`src/rtl/lml_pkg.sv`:
```
package lml_pkg;
  localparam int DEF_LANES  = 15;
  localparam int DEF_WORD_W = 8;

  function automatic int tree_levels(input int n);
    return (n <= 1) ? 0 : $clog2(n);
  endfunction
endpackage

```
`src/rtl/lml_lane_cmp.sv`:
```
module lml_lane_cmp #(
  parameter int WORD_W = lml_pkg::DEF_WORD_W
) (
  input  logic [WORD_W-1:0] rx_word,
  input  logic [WORD_W-1:0] exp_word,
  output logic              eq
);
  always_comb eq = (rx_word == exp_word);
endmodule

```
`src/rtl/lml_and_tree.sv`:
```
module lml_and_tree #(
  parameter int N = lml_pkg::DEF_LANES
) (
  input  logic [N-1:0] bits_in,
  output logic         all_set
);
  localparam int LEVELS = lml_pkg::tree_levels(N);
  localparam int PADDED = 1 << LEVELS;

  logic [PADDED-1:0] node [LEVELS+1];

  // Leaves: real inputs, padding forced high so it never masks a result
  for (genvar i = 0; i < PADDED; i++) begin : g_leaf
    if (i < N) begin : g_real
      assign node[0][i] = bits_in[i];
    end else begin : g_pad
      assign node[0][i] = 1'b1;
    end
  end

  for (genvar l = 0; l < LEVELS; l++) begin : g_lvl
    localparam int WIDTH = PADDED >> (l + 1);
    for (genvar j = 0; j < PADDED; j++) begin : g_node
      if (j < WIDTH) begin : g_and
        assign node[l+1][j] = node[l][2*j] & node[l][2*j+1];
      end else begin : g_unused
        assign node[l+1][j] = 1'b1;
      end
    end
  end

  assign all_set = node[LEVELS][0];
endmodule

```
`src/rtl/lml_match_reg.sv`:
```
module lml_match_reg #(
  parameter int LANES        = lml_pkg::DEF_LANES,
  parameter bit EXPOSE_LANES = 1'b1
) (
  input  logic             clk,
  input  logic             rst_n,
  input  logic             valid,
  input  logic             all_eq,
  input  logic [LANES-1:0] lane_eq,
  output logic             match_q,
  output logic [LANES-1:0] lane_q
);
  always_ff @(posedge clk or negedge rst_n) begin
    if (!rst_n) match_q <= 1'b0;
    else        match_q <= valid & all_eq;
  end

  if (EXPOSE_LANES) begin : g_expose
    always_ff @(posedge clk or negedge rst_n) begin
      if (!rst_n) lane_q <= '0;
      else        lane_q <= valid ? lane_eq : '0;
    end
  end else begin : g_hide
    assign lane_q = '0;
  end
endmodule

```
`src/rtl/lane_match_latch.sv`:
```
module lane_match_latch #(
  parameter int LANES        = lml_pkg::DEF_LANES,
  parameter int WORD_W       = lml_pkg::DEF_WORD_W,
  parameter bit EXPOSE_LANES = 1'b1
) (
  input  logic                    clk,
  input  logic                    rst_n,
  input  logic                    in_valid,
  input  logic [LANES*WORD_W-1:0] in_lanes,
  input  logic [WORD_W-1:0]       exp_word,
  output logic                    match_o,
  output logic [LANES-1:0]        lane_match_o
);
  logic [LANES-1:0] lane_eq;
  logic             all_eq;

  for (genvar i = 0; i < LANES; i++) begin : g_lane
    lml_lane_cmp #(.WORD_W(WORD_W)) u_cmp (
      .rx_word (in_lanes[i*WORD_W +: WORD_W]),
      .exp_word(exp_word),
      .eq      (lane_eq[i])
    );
  end

  lml_and_tree #(.N(LANES)) u_tree (
    .bits_in(lane_eq),
    .all_set(all_eq)
  );

  lml_match_reg #(.LANES(LANES), .EXPOSE_LANES(EXPOSE_LANES)) u_reg (
    .clk    (clk),
    .rst_n  (rst_n),
    .valid  (in_valid),
    .all_eq (all_eq),
    .lane_eq(lane_eq),
    .match_q(match_o),
    .lane_q (lane_match_o)
  );
endmodule

```
`config.mk`:
```
export PLATFORM = sky130hd
export DESIGN_NAME = lane_match_latch
export DESIGN_NICKNAME = d
export VERILOG_FILES = /design/src/rtl/lml_pkg.sv /design/src/rtl/lml_lane_cmp.sv /design/src/rtl/lml_and_tree.sv /design/src/rtl/lml_match_reg.sv /design/src/rtl/lane_match_latch.sv
export SDC_FILE = /design/constraint.sdc
export NUM_CORES = 1
export LEC_CHECK = 0
export BUFFER_PORTS_ARGS = -buffer_cell sky130_fd_sc_hd__buf_2
export CAP_MARGIN = 20
export CELL_PAD_IN_SITES_DETAIL_PLACEMENT = 1
export CELL_PAD_IN_SITES_GLOBAL_PLACEMENT = 1
export CORE_ASPECT_RATIO = 1.2
export CORE_UTILIZATION = 29
export CTS_BUF_LIST = sky130_fd_sc_hd__clkbuf_4
export DETAILED_ROUTE_END_ITERATION = 7
export PLACE_DENSITY_LB_ADDON = 0.08
export RECOVER_POWER = 25
export SLEW_MARGIN = 20
export SYNTH_ARGS = -nofsm -noshare
export SYNTH_HDL_FRONTEND = slang
export SYNTH_SLANG_ARGS = --single-unit
```
`constraint.sdc`:
```
create_clock -name clk -period 0.8 [get_ports clk]
set_input_delay 0.24 -clock clk [delete_from_list [all_inputs] [get_ports clk]]
set_output_delay 0.24 -clock clk [all_outputs]
set_load 0.01 [all_outputs]
```
### Word level (Yosys, flattened, before mapping)

Cells that the tools add are included.

| operators by class | value |
|---|---|
| multiplexer cells | 1 |
| equality and inequality tests | 15 |
| bitwise operators | 15 |

Operator list:

| kind | number |
|---|---|
| 8-bit == test | 15 |
| 1-bit bitwise AND | 15 |
| 15-bit two-way mux | 1 |

| word-level totals | value |
|---|---|
| output and inout port bits | 16 |
| bits of input ports | 131 |
| logic and storage cells | 33 |
| bits in registers | 16 |

### Logic depth before layout (Yosys ltp)

| logic depth | value |
|---|---|
| depth in word-level cells | 6 |
| depth in mapped cells | 7 |
| depth with buffers taken out | 5 |

### Cells and area by module

Synthesis repeated with hierarchy kept, for this count alone.

| unflattened totals | value |
|---|---|
| cell total of the unflattened synthesis | 203 |
| area, all modules | 1,858.0 µm² |

Modules (own cells, without submodules):

| module | times used | sequential area each (µm²) | area each (µm²) | cells each |
|---|---|---|---|---|
| lml_lane_cmp | 15 | 0.0 | 86.3 | 11 |
| lml_match_reg | 1 | 400.4 | 526.8 | 33 |
| lml_and_tree | 1 | 0.0 | 36.3 | 5 |

### Worst setup path before layout

OpenSTA, ideal clock, no wires.

| timing | value |
|---|---|
| kind | input to register |
| from | in exp_word[4] |
| to | reg u_reg.match_q |
| library setup time | 96 ps |
| arrival | 1,187 ps |
| setup slack | -483 ps |
| data required time | 704 ps |
| cell stages on the path | 7 |
| buffers on the path | 2 |
| cell sequence | buf_6 > buf_12 > xnor2_1 > nand4_1 > nor2_1 > nand4_1 > nor4_2 |

| between the ends | value |
|---|---|
| longest elaborated chain between the ends | 6 |
| elaborated cells on any way between the ends | 30 |
| those cells by class | eq/ne (15); bitwise (15) |

RTL lines:

| item | line | source |
|---|---|---|
| start, declared | lane_match_latch.sv:10 | `input logic [WORD_W-1:0] exp_word,` |
| 8-bit == test | lml_lane_cmp.sv:8 | `always_comb eq = (rx_word == exp_word);` |
| 1-bit bitwise AND (3 in a row) | lml_and_tree.sv:25 | `assign node[l+1][j] = node[l][2*j] & node[l][2*j+1];` |
| 1-bit bitwise AND (*) | lml_and_tree.sv:25 |  |
| 1-bit bitwise AND (*) | lml_match_reg.sv:15 | `else match_q <= valid & all_eq;` |
| end signal, assigned | lml_match_reg.sv:15 |  |
| end, declared | lml_match_reg.sv:10 | `output logic match_q,` |

Every way passes the cells marked *; elsewhere a longest branch is shown, timed or not.

### Worst setup path in the final report

| timing | value |
|---|---|
| from | in exp_word[2] |
| to | reg u_reg.match_q |

Same word-level chain as after synthesis.

==> summary.md <==
| Metric | Value |
|---|---|
| PwrDens | approximately 800 nW/um^2 |
| Port Buffers | roughly 150 |
| Drt via density | 4.61 |
| Half-perimeter wire length after placement | 6130 um |
| First-pass GRT wire length | between 10000 and 15000 um |
| Max cap viols | 0 |
| Starting Density | 0.298 |
| Synthesis Warnings | 0 |
| Post-layout util | 0.574 |
| Most frequent cell after synthesis | xnor2_1 |
| Synth area leaders | xnor2_1, dfrtp_1, nand4_1 |
| Die H | 93.7 um |
| Number of buffers created by CTS | 3 |
| Antenna cells | 0 |
| Final WS setup | -0.391 ns |
| Leakage Power | 1.86 nW |
| Placeable Area | 6810 um^2 |
| Clock Path Buffers | 2 |
| Die area | 7350 um^2 |
| Dominant synthesized flop cell | dfrtp_1 |
| H-tree depth | 1 |
| Yosys top cell by area | xnor2_1 |
| # setup viols final | 31 |
| Post-Synthesis Cells | 218 |
| Fin. Hold Viols | 0 |
| CTS tree | yes |
| Final Cycle Share | 1.49 |
| Routed WL | roughly 7800 um |
| Post-synth EDFFs | 0 |
| Status | finished with violations |
| Maximum number of pins on one net before global-route repair | 17 |
| Peak VDD IR | 0.000480 V |
| Global placer's final weighted congestion | 0.755 |
| Initial antenna violation count | 0 |
| Fin Hold WS | 0.237 ns |
| Worst slew pin tran | 0.390 ns |
| Final-report max-slew violation count | 0 |
| Failing checks | negative setup slack |
| WS Path Type | in2reg |
| RSZ-0062 raised after global routing | yes |
| Total Routing Usage GR | 0.219 |
| Worst Setup End Kind | flip-flop |
| Post-Syn Area | 2030 um^2 |
| Root Buffer | clkbuf_4 |
| Via total after detailed routing | about 2200 |
| Final period demand of the worst path | 1.19 ns |
| Layout cells sized above 1 | 0.740 |
| Final-stage net count | 514 |
| Synth top area share | 0.517 |
| Area Growth Syn to Fin | 92.3% |
| Yosys cell types | 15 |
| Fmax | 840 MHz |
| Synth Net Count | around 350 |
| Fin cells | between 400 and 500 |
| ANT nets after route | 0 |
| Worst rel slew slack | 0.740 |
| Sequential element share of the synthesized area | 0.197 |
| Io pins | approximately 150 |
| Register bit total from synthesis | 16 |
| Cell Rows | 33 |
| Post-route DRC violation count | 0 |
| Share of flip-flops with an asynchronous set or reset | 1.00 |
| CP Launch Type | input pin |
| Worst-path fanout max | 6 |
| Die Wd | 78.4 um |
| Critical Path AT | 1.38 ns |
| DRT Pass-1 Iters | 2 |
| Avg WL per Cell | 16.7 um |
| Gr ovfl total | 0 |
| Tot Pwr | about 0.0031 W |
| Clock-pin transition on the worst setup and hold timing paths | around 0.08 ns |
| Number of global-route vias before repair | 2367 |
| Placed Cells | between 400 and 500 |
| DR iter-0 viols | 56 |
| Synth cell count leaders | xnor2_1, nand4_1, dfrtp_1 |
| Hold crit path type | in2reg |
| Number of clock sinks | 16 |
| Critical Path RT | 0.99 ns |
| Syn Area/Cell | approximately 9.3 um^2 |
==> cell families (layout without fill, tap and decap cells) <==
family,count (synthesis),count (layout),share of synthesized area
AND/OR/NAND/NOR,65,65,0.185
buffers and inverters,17,180,0.101
flip-flops,16,16,0.197
XOR/XNOR,120,120,0.517
==> worst max-delay path, cell delays in order <==
cell and delay (ns):
buf_12 0.11, buf_12 0.14, buf_4 0.14, xnor2_2 0.12, nand4_1 0.13, nor2_2 0.14, nand4_1 0.12, nor4_2 0.24
==> routing by layer <==
metal / vias to the layer above / GRT usage / part of all wire
li1: 1050 / - / -
met1: 1003 / 0.245 / 0.36
met2: 92 / 0.433 / 0.57
met3: 11 / 0.0282 / 0.048
met4: 0 / 0.0478 / 0.016
met5: - / 0 / 0
==> where the power goes <==
group / leakage, nW / switching, W / total [W] / internal [W]
Clock: 0.0138 / 0.000230 / 0.000404 / 0.000174
Combinational: 1.62 / 0.000770 / 0.00191 / 0.00114
Sequential: 0.224 / 0.000000796 / 0.000811 / 0.000810
==> registers in the layout, summed over array words and instances (netlist names) <==
| register | count |
|---|---|
| u_reg.lane_q | 15 |
| u_reg.match_q | 1 |
==> final timing paths <==
kind / endpoint / depth (start not counted) / slack [ns] / from
worst min-delay path: u_reg.lane_q[3]$_DFF_PN0_ / 2 / 0.24 / in_valid
max in group asynchronous: u_reg.lane_q[3]$_DFF_PN0_ / 2 / 0.11 / rst_n
min in group asynchronous: u_reg.lane_q[7]$_DFF_PN0_ / 2 / 0.41 / rst_n
worst max-delay path: u_reg.match_q$_DFF_PN0_ / 8 / -0.39 / exp_word[2]
==> area by class of cell <==
cell class,instances,area (um^2)
repair buffers,177,1250
flip-flops and latches,16,400
fillers,766,2910
clock buffers,3,22.5
well taps,87,109
multi-input cells,185,2130
==> through the flow <==
step / area, um^2 / TNS, ns / worst slack [ns]
6_report: 3910 / -5.57 / -0.391
5_1_grt: 3910 / -6.83 / -0.454
4_1_cts: 3700 / -5.70 / -0.401
3_5_place_dp: 3150 / -10.01 / -0.937
3_3_place_gp: 3150 / -9.94 / -0.934
2_1_floorplan: 2360 / -3.44 / -0.464
==> timing repair <==
action | 4_1_cts | 5_1_grt
cloned | 3 | 0
setup endpoints to repair | 32 | 32
buffers inserted | 6 | 1
endpoints found under the hold margin | 16 | 0
resized for setup | 83 | 34
hold buffers | 1 | 0
pin swaps | 62 | 27
==> placed cells by master (no fill, tap or decap) <==
cell type	instances
nand2_1	1
buf_16	3
nand3_2	1
dlygate4sd3_1	1
and2_4	12
buf_2	134
nor4_2	1
buf_12	10
nand4_1	32
clkbuf_2	1
clkbuf_4	3
nor2_1	1
buf_4	16
buf_8	7
dfrtp_1	16
nor3_2	1
nor2_2	13
buf_6	5
xnor2_2	69
xnor2_4	6
and2_1	2
nand3_1	1
xnor2_1	45
Power figures use the tool's default switching activity.
